--- config.mk ---
export PLATFORM = sky130hd
export DESIGN_NAME = uartBusMaster
export DESIGN_NICKNAME = d
export VERILOG_FILES = /design/src/rtl/uartBusPkg.sv /design/src/rtl/uartBusCtrl.sv /design/src/rtl/uartBusDatapath.sv /design/src/rtl/uartBusMaster.sv
export SDC_FILE = /design/constraint.sdc
export NUM_CORES = 1
export LEC_CHECK = 0
export BUFFER_PORTS_ARGS = -buffer_cell sky130_fd_sc_hd__buf_2
export CAP_MARGIN = 25
export CORE_MARGIN = 10
export CORE_UTILIZATION = 50
export CTS_BUF_LIST = sky130_fd_sc_hd__clkbuf_8
export DETAILED_ROUTE_END_ITERATION = 7
export PLACE_DENSITY = 0.86
export SKIP_CTS_REPAIR_TIMING = 1
export SKIP_LAST_GASP = 1
export SYNTH_ARGS = -nofsm -noshare
export SYNTH_HDL_FRONTEND = slang
export SYNTH_SLANG_ARGS = --single-unit
--- constraint.sdc ---
create_clock -name clk -period 1.74 [get_ports clk]
set_input_delay 0.087 -clock clk [delete_from_list [all_inputs] [get_ports clk]]
set_output_delay 0.087 -clock clk [all_outputs]
set_load 0.01 [all_outputs]
--- src/rtl/uartBusPkg.sv ---
package uartBusPkg;

  typedef enum logic [2:0] {
    ST_IDLE    = 3'd0,
    ST_SETUP   = 3'd1,
    ST_STROBE  = 3'd2,
    ST_HOLD    = 3'd3,
    ST_RELEASE = 3'd4
  } busState_t;

  // control-to-datapath strobes, each a single-cycle event
  typedef struct packed {
    logic launch;     // latch request, drop select, set address/data
    logic strobeOn;   // pull read or write strobe low
    logic sample;     // capture read data
    logic strobeOff;  // return strobes high
    logic finish;     // release select, float bus
  } busStrobes_t;

endpackage

--- src/rtl/uartBusCtrl.sv ---
module uartBusCtrl
  import uartBusPkg::*;
#(
  parameter int WAIT_CYCLES = 3
) (
  input  logic        clk,
  input  logic        rstN,
  input  logic        reqValid,
  input  logic        reqWrite,
  output logic        ready,
  output logic        done,
  output busStrobes_t strb
);

  localparam int CNT_W = (WAIT_CYCLES > 1) ? $clog2(WAIT_CYCLES) : 1;
  localparam logic [CNT_W-1:0] LAST = CNT_W'(WAIT_CYCLES - 1);

  busState_t state;
  logic [CNT_W-1:0] phaseCnt;
  logic isRead;
  logic phaseEnd;

  assign ready    = (state == ST_IDLE);
  assign phaseEnd = (phaseCnt == LAST);

  always_comb begin
    strb           = '0;
    strb.launch    = ready && reqValid;
    strb.strobeOn  = (state == ST_SETUP) && phaseEnd;
    strb.sample    = (state == ST_STROBE) && phaseEnd && isRead;
    strb.strobeOff = ((state == ST_STROBE) && phaseEnd && !isRead) ||
                     ((state == ST_HOLD) && phaseEnd);
    strb.finish    = (state == ST_RELEASE) && phaseEnd;
  end

  always_ff @(posedge clk or negedge rstN) begin
    if (!rstN) begin
      state    <= ST_IDLE;
      phaseCnt <= '0;
      isRead   <= 1'b0;
      done     <= 1'b0;
    end else begin
      done <= strb.finish;
      if (state == ST_IDLE) begin
        phaseCnt <= '0;
        if (reqValid) begin
          state  <= ST_SETUP;
          isRead <= !reqWrite;
        end
      end else if (!phaseEnd) begin
        phaseCnt <= phaseCnt + 1'b1;
      end else begin
        phaseCnt <= '0;
        case (state)
          ST_SETUP:   state <= ST_STROBE;
          ST_STROBE:  state <= isRead ? ST_HOLD : ST_RELEASE;
          ST_HOLD:    state <= ST_RELEASE;
          default:    state <= ST_IDLE;
        endcase
      end
    end
  end

  // done lasts a single cycle
  a_r9_done_single: assert property (@(posedge clk) disable iff (!rstN)
    done |=> !done);

  // a busy block does not launch
  a_r10_no_launch_busy: assert property (@(posedge clk) disable iff (!rstN)
    (state != ST_IDLE) |-> !strb.launch);

endmodule

--- src/rtl/uartBusDatapath.sv ---
module uartBusDatapath
  import uartBusPkg::*;
#(
  parameter int CHANNELS = 4,
  parameter int ADDR_W   = 3,
  parameter int DATA_W   = 8
) (
  input  logic                        clk,
  input  logic                        rstN,
  input  busStrobes_t                 strb,
  input  logic [$clog2(CHANNELS)-1:0] reqChan,
  input  logic [ADDR_W-1:0]           reqAddr,
  input  logic                        reqWrite,
  input  logic [DATA_W-1:0]           reqWdata,
  input  logic                        ctrlValid,
  input  logic                        ctrlDevReset,
  input  logic                        ctrlPower,
  input  logic [DATA_W-1:0]           dataIn,
  output logic [CHANNELS-1:0]         csN,
  output logic                        rdN,
  output logic                        wrN,
  output logic [ADDR_W-1:0]           addrPin,
  output logic [DATA_W-1:0]           dataOut,
  output logic                        dataOe,
  output logic [DATA_W-1:0]           rdData,
  output logic                        devReset,
  output logic                        powerEn
);

  logic [ADDR_W-1:0] addrMirror;
  logic [DATA_W-1:0] wdataMirror;
  logic [DATA_W-1:0] rdataMirror;
  logic              isWrite;

  // board wiring reverses bit order on both buses
  for (genvar i = 0; i < ADDR_W; i++) begin : gAddrRev
    assign addrMirror[i] = reqAddr[ADDR_W-1-i];
  end
  for (genvar i = 0; i < DATA_W; i++) begin : gDataRev
    assign wdataMirror[i] = reqWdata[DATA_W-1-i];
    assign rdataMirror[i] = dataIn[DATA_W-1-i];
  end

  always_ff @(posedge clk or negedge rstN) begin
    if (!rstN) begin
      csN     <= '1;
      rdN     <= 1'b1;
      wrN     <= 1'b1;
      addrPin <= '0;
      dataOut <= '0;
      dataOe  <= 1'b0;
      rdData  <= '0;
      isWrite <= 1'b0;
    end else begin
      if (strb.launch) begin
        addrPin <= addrMirror;
        dataOut <= reqWrite ? wdataMirror : '0;
        dataOe  <= reqWrite;
        isWrite <= reqWrite;
        csN     <= ~(CHANNELS'(1) << reqChan);
      end
      if (strb.strobeOn) begin
        if (isWrite) wrN <= 1'b0;
        else         rdN <= 1'b0;
      end
      if (strb.sample)    rdData <= rdataMirror;
      if (strb.strobeOff) begin
        rdN <= 1'b1;
        wrN <= 1'b1;
      end
      if (strb.finish) begin
        csN    <= '1;
        dataOe <= 1'b0;
      end
    end
  end

  always_ff @(posedge clk or negedge rstN) begin
    if (!rstN) begin
      devReset <= 1'b0;
      powerEn  <= 1'b0;
    end else if (ctrlValid) begin
      devReset <= ctrlDevReset;
      powerEn  <= ctrlPower;
    end
  end

  // never two selects at once
  a_r2_single_select: assert property (@(posedge clk) disable iff (!rstN)
    $onehot0(~csN));

  // strobes exclusive and only inside a select
  a_r11_strobe_excl: assert property (@(posedge clk) disable iff (!rstN)
    !(!rdN && !wrN));
  a_r11_strobe_in_cs: assert property (@(posedge clk) disable iff (!rstN)
    (!rdN || !wrN) |-> !(&csN));

  // address steady while a select stays low
  a_r3_addr_stable: assert property (@(posedge clk) disable iff (!rstN)
    (!(&csN) && $past(!(&csN))) |-> $stable(addrPin));

  // bus is never driven while reading
  a_r6_no_drive_read: assert property (@(posedge clk) disable iff (!rstN)
    !rdN |-> !dataOe);

  // enable off whenever no select is active
  a_r8_float_idle: assert property (@(posedge clk) disable iff (!rstN)
    (&csN) |-> !dataOe);

endmodule

--- src/rtl/uartBusMaster.sv ---
module uartBusMaster
  import uartBusPkg::*;
#(
  parameter int WAIT_CYCLES = 3
) (
  input  logic       clk,
  input  logic       rstN,
  input  logic       reqValid,
  input  logic [1:0] reqChan,
  input  logic [2:0] reqAddr,
  input  logic       reqWrite,
  input  logic [7:0] reqWdata,
  output logic       ready,
  output logic       done,
  output logic [7:0] rdData,
  input  logic       ctrlValid,
  input  logic       ctrlDevReset,
  input  logic       ctrlPower,
  output logic [3:0] csN,
  output logic       rdN,
  output logic       wrN,
  output logic [2:0] addrPin,
  output logic [7:0] dataOut,
  input  logic [7:0] dataIn,
  output logic       dataOe,
  output logic       devReset,
  output logic       powerEn
);

  busStrobes_t strb;

  uartBusCtrl #(.WAIT_CYCLES(WAIT_CYCLES)) uCtrl (
    .clk      (clk),
    .rstN     (rstN),
    .reqValid (reqValid),
    .reqWrite (reqWrite),
    .ready    (ready),
    .done     (done),
    .strb     (strb)
  );

  uartBusDatapath #(.CHANNELS(4), .ADDR_W(3), .DATA_W(8)) uPath (
    .clk          (clk),
    .rstN         (rstN),
    .strb         (strb),
    .reqChan      (reqChan),
    .reqAddr      (reqAddr),
    .reqWrite     (reqWrite),
    .reqWdata     (reqWdata),
    .ctrlValid    (ctrlValid),
    .ctrlDevReset (ctrlDevReset),
    .ctrlPower    (ctrlPower),
    .dataIn       (dataIn),
    .csN          (csN),
    .rdN          (rdN),
    .wrN          (wrN),
    .addrPin      (addrPin),
    .dataOut      (dataOut),
    .dataOe       (dataOe),
    .rdData       (rdData),
    .devReset     (devReset),
    .powerEn      (powerEn)
  );

  // done comes only after every select is released
  a_r9_done_released: assert property (@(posedge clk) disable iff (!rstN)
    done |-> (&csN && rdN && wrN));

endmodule

# Yosys cells after proc, flatten, opt, wreduce, memory -nomap -nowiden
# Index checks and enable logic that the tools add are counted.
dict set report classes {
  addsub 1
  n_shift 1
  multipliers 0
  bitwise 1
  reduce_logical 19
  div 0
  order_cmp 0
  muxes 18
  eq_ne 7
}
# cell count
set op_table {}
lappend op_table {{two-way mux 3 bit} 4}
lappend op_table {{case mux 3 bit (3 select lines)} 1}
lappend op_table {{two-way mux 1 bit} 8}
lappend op_table {{two-way mux 4 bit} 2}
lappend op_table {{two-way mux 8 bit} 1}
lappend op_table {{AND reduction 2 bit} 4}
lappend op_table {{nonzero test 2 bit} 4}
lappend op_table {{logical AND 1 bit} 7}
lappend op_table {{equality test 3 x 2 -> 1 bit (second input constant)} 2}
lappend op_table {{two-way mux 2 bit} 2}
lappend op_table {{!= test 2 bit (second input constant)} 2}
lappend op_table {{NOT 4 bit} 1}
lappend op_table {{left shift 1 x 2 -> 4 bit (first input constant)} 1}
lappend op_table {{equality test 3 x 1 -> 1 bit (second input constant)} 1}
lappend op_table {{equality test 3 bit (second input constant)} 1}
lappend op_table {{logical NOT 3 bit} 1}
lappend op_table {{adder 2 x 1 -> 2 bit (second input constant)} 1}
lappend op_table {{equality test 2 bit (second input constant)} 1}
lappend op_table {{logical NOT 1 bit} 2}
lappend op_table {{logical OR 1 bit} 1}
dict set report totals {
  ram_bits 0
  input_bits 28
  n_memories 0
  romBits 0
  reg_bits 36
  output_inout_bits 30
  word_cells 61
  latch_bits 0
}

# Logic depth before layout (Yosys ltp)
dict set report logic_depth {
  ltp_word 6
  depth_mapped 6
  depth_no_buf 3
}

# Cells and area by module
# Synthesis repeated with hierarchy kept, for this count alone.
dict set report unflattened {
  hier_cells 116
  area_unflattened_um2 1487.7
}
# mod seq_area_each_um2 instances area_each_um2 cells_each
set modules_own_cells {}
lappend modules_own_cells {uartBusDatapath 733.2 1 1157.4 91}
lappend modules_own_cells {uartBusCtrl 175.2 1 330.3 25}

# Worst setup path after synthesis
# Ideal clock, no wire load.
dict set report synth_timing {
  path_type {reg2reg}
  startpoint {reg uCtrl.state[2]}
  endpoint {reg uPath.rdData[0]}
  n_path_buf 2
  setup_time_ns 0.125
  required_time_ns 1.615
  setup_slack_ns 0.213
  stages_incl_launch_ff 6
  period_less_slack_ns 1.527
  t_arrival_ns 1.402
  cell_sequence {dfrtp_1 -> buf_6 -> nor3b_2 -> and3_1 -> buf_2 -> mux2_2}
}
dict set report synth_between {
  elab_chain_cells 3
}
# element line_no
set synth_rtl {}
lappend synth_rtl {{from (decl)} uartBusCtrl.sv:18} ;# busState_t state;
lappend synth_rtl {{from (signal assigned)} uartBusCtrl.sv:56} ;# ST_STROBE: state <= isRead ? ST_HOLD : ST_RELEASE;
lappend synth_rtl {{equality test 3 x 2 -> 1 bit} uartBusCtrl.sv:30} ;# strb.sample = (state == ST_STROBE) && phaseEnd && isRead;
lappend synth_rtl {{logical AND 1 bit (2 in a row)} uartBusCtrl.sv:30}
lappend synth_rtl {{to (signal assigned)} uartBusDatapath.sv:66} ;# if (strb.sample) rdData <= rdataMirror;
lappend synth_rtl {{to (decl)} uartBusDatapath.sv:25} ;# output logic [DATA_W-1:0] rdData,
# No other way between the ends.
# A chain may end at the register's enable or synchronous reset.

# Worst setup path in the final report
dict set report layout_timing {
  startpoint {reg uCtrl.state[2]}
  endpoint {reg uCtrl.isRead}
}
dict set report layout_between {
  elab_chain_cells 2
}
# element line_no
set layout_rtl {}
lappend layout_rtl {{logical NOT 3 bit} uartBusCtrl.sv:44} ;# if (state == ST_IDLE) begin
lappend layout_rtl {{AND reduction 2 bit (no source line)} n/a}
lappend layout_rtl {{to (signal assigned)} uartBusCtrl.sv:48} ;# isRead <= !reqWrite;
lappend layout_rtl {{to (decl)} uartBusCtrl.sv:20} ;# logic isRead;
# No other way between the ends.

==> impl_results.md <==
* Portion of total power attributed to the clock network at 17.1%
* Worst reg-to-reg setup slack at 130 ps
* Synth Cell Area at 1489 µm²
* Area fraction in compound gates after synthesis at 7.479%
* Share of cell area taken by muxes after synthesis at 7.563%
* Non-filler instance count after layout at 225
* Growth of design area from synthesis to finish at 28.57%
* Transition time at the pin with the least slew margin at 726.2 ps
* CP endpoint kind: flip-flop
* 1st-iter DRT viols at 34
* Gate count of the mapped netlist at 129
* Xor-xnor portion of the synthesized cell area at 0%
* Register area at 908.4 µm²
* Synthesis Warnings at 0
* Post-detail-place hpwl at 2.811 mm
* Proportion of power drawn by flip-flops and latches at 45.4%
* Number of antenna violations at the first check in global routing at 0
* Multi-input gate area in the final layout at 514.2 µm²
* Number of search-and-repair iterations in the first detailed-routing pass at 4
* Net switching fraction of the power at 36.01%
* Maximum achievable frequency at 0.6221 GHz
* Avg WL per Cell at 15.73 µm
* Sum Neg Setup Slack at 0 ps
* Area after DPL at 1798 µm²
* Skew final at 6.914 ps
* Placeable core region at 2805 µm²
* Share of synthesized cell area in full adder, half adder and majority cells at 0%
* Final Hold Vio Count at 2
* Min-delay worst type: input port to flip-flop
* Result of the run: finished with violations
* Fraction of synthesized cell area taken by the top area cell type at 50.42%
* Endpoint arrival time on the critical path at 1770 ps
* Number of max-slew violations in the final report at 0
* Power Internal at 2.058 mW
* Tmin final at 1607 ps
* Row count at 19
* Pin count of the biggest net entering global routing at 37
* Clock Path Buffers at 2
* Net count reported at finish at 221
* Commonest cells after routing, fill and taps aside: buf_2 (57), nand2_1 (31), dfrtp_1 (30)
* Fraction of final layout cells sized beyond drive strength 1 at 45.36%
* Floorplan die width at 74.57 µm
* Flop and latch count out of synthesis at 36
* Main combinational cell family by area after synthesis: simple AND/OR/NAND/NOR gates
* Clock slew at reported path FFs at 70 ps
* Simple-gate area share of the yosys netlist at 19.41%
* Largest voltage drop on the vdd net at 0.001134 V
* Violated checks: hold timing
* RSZ-0062 raised after global routing: false
* Maximum fanout along the worst path at 13
* Data required time of the worst path at 1910 ps
* Leakage Power at 1.031 nW
* Syn Nets at 157
* Cell types occupying the most area after synthesis: dfrtp_1 (50%), dfstp_2 (11%), nand2_1 (7.8%), mux2_2 (7.6%), nand3_1 (3.0%)
* Worst max-slew margin expressed relative to the limit at 51.59%
* Final std cell area, no fill at 1914 µm²
* Die boundary height at 74.57 µm
* Maximum capacitance violations at 0
* P_sw at 1.158 mW
* Most common cell after layout, fill and taps aside: buf_2
* Post-layout total power at 3.215 mW
* CTS sink count at 36
* Vias in the first global route at 1,284
* Global Route Usage Sum at 13.76%
* Global-route wire length before repair at 5.906 mm
* Setup Crit Path Kind: flip-flop to flip-flop
* Proportion of power drawn by combinational gates at 37.5%
* Count of buffers inserted at the top-level ports at 57
* Root Driver: clkbuf_8
* Dominant cell type by area after synthesis: dfrtp_1
* Placed cells at 214
* Area of the die at 5561 µm²
* Fin Hold WS at -8.210 ps
* Ant. Diodes at 0
* H-tree level count at 2
* Routed Antenna Nets at 0
* Total via count after detailed routing at 1,190
* Effective utilization at floorplan at 53.08%
* Pwr/cell area at 1680 nW/µm²
* Number of setup violations in the final report at 0
* Number of library cell types mapped by synthesis at 30
* Number of I/O pins at 58
* Startpoint type of the worst setup path: flip-flop
* Num CTS Buffers at 5
* Remaining global-route overflow at 0
* Mean instance size in the synthesized netlist at 11.54 µm²
* TritonCTS clock tree: yes
* Average vias per placed instance at 5.289
* Number of DRC violations after detailed routing at 0
* RePlAce Congestion at 0.7965
* Clock latency on the worst-skew pair at 280 ps
* Number of inserted filler cells in the final layout at 226
* Post-route fraction of the period consumed by the critical path at 92.38%
* Share of synthesized area occupied by flip-flops and latches at 61.01%
* Post-Route WL at 3.540 mm
## logic make-up after synthesis
group,count (synthesis)
and+or+nand+nor,56
muxes,10
buffers and inverters,12
DFF,36
AOI/OAI and AO/OA,15
## per-layer routing
layer  wire (µm)  up-vias  global-route usage (%)
met3         285        4                   6.649
met2        1897       35                   23.73
met4          35        0                   4.412
met5           0        -                       0
li1            -      570                       -
met1        1322      581                   14.49
## cell type report
cell class / instances / share of cell area [%]
flip-flops and latches: 36 / 47.45
multi-input cells: 81 / 26.86
repair buffers: 65 / 18.43
clock buffers: 5 / 3.595
well taps: 31 / 2.026
clock inverters: 3 / 0.8497
inverters: 4 / 0.7843
## power by group through the flow
stage	Clock, mW	Sequential, mW	Combinational [mW]
2_1_floorplan	0	1.55	0.624
3_3_place_gp	0	1.44	1.17
3_5_place_dp	0	1.47	1.23
4_1_cts	0.562	1.46	1.23
5_1_grt	0.602	1.51	1.34
6_report	0.549	1.46	1.21
## worst paths after layout
path,from,to,cells after the start
max,uCtrl.state[2],uCtrl.isRead,4
min,reqAddr[2],uPath.addrPin[0],3
max reg2reg,uCtrl.state[2],uCtrl.isRead,4
min reg2reg,uPath.dataOut[7],uPath.dataOut[7],2
max in group asynchronous,rstN,uCtrl.phaseCnt[0],2
min in group asynchronous,rstN,uPath.addrPin[2],2
## critical path: stages, from the launching register on
cell,delay [ps]
dfrtp_1,500
or4b_1,640
buf_4,220
nand2_1,70
o21ai_0,70
## metrics by stage
stage	hold WS, ps	utilization [%]	setup slack, ps
floorplan	-208.6	-	213.1
global placement	180.1	64.09	161.7
detailed placement	195.1	64.09	78.32
CTS	-117.1	67.13	51.82
global route	0.1242	68.24	58.62
finish	-8.210	68.24	132.6
## state kept, by name, summed over array words and instances, names as in the netlist
register and cells:
uPath.wrN 1, uPath.rdN 1, uPath.rdData 8, uPath.addrPin 3, uPath.dataOe 1, uPath.devReset 1
uPath.isWrite 1, uCtrl.done 1, uPath.csN 4, uCtrl.isRead 1, uPath.dataOut 8, uCtrl.phaseCnt 2
uPath.powerEn 1, uCtrl.state 3
## synthesized netlist by cell type
master / instances
a211oi_2: 1
nor4b_4: 1
o21a_1: 1
nor3b_1: 1
a31oi_1: 2
dfrtp_1: 30
nand2_1: 31
nand2b_1: 2
inv_1: 4
nand3b_1: 2
nor2b_1: 1
nor3b_2: 1
o22a_1: 3
or4b_1: 1
a21oi_1: 1
buf_4: 1
o21ai_0: 4
nor3_1: 4
a211o_1: 1
buf_6: 2
nor4bb_1: 1
a2bb2oi_1: 1
clkbuf_1: 2
mux2_2: 10
dfstp_2: 6
and3_1: 1
o32a_1: 1
nor2_1: 1
buf_2: 3
nand3_1: 9
Note: power is estimated with default switching activity, not from simulation.
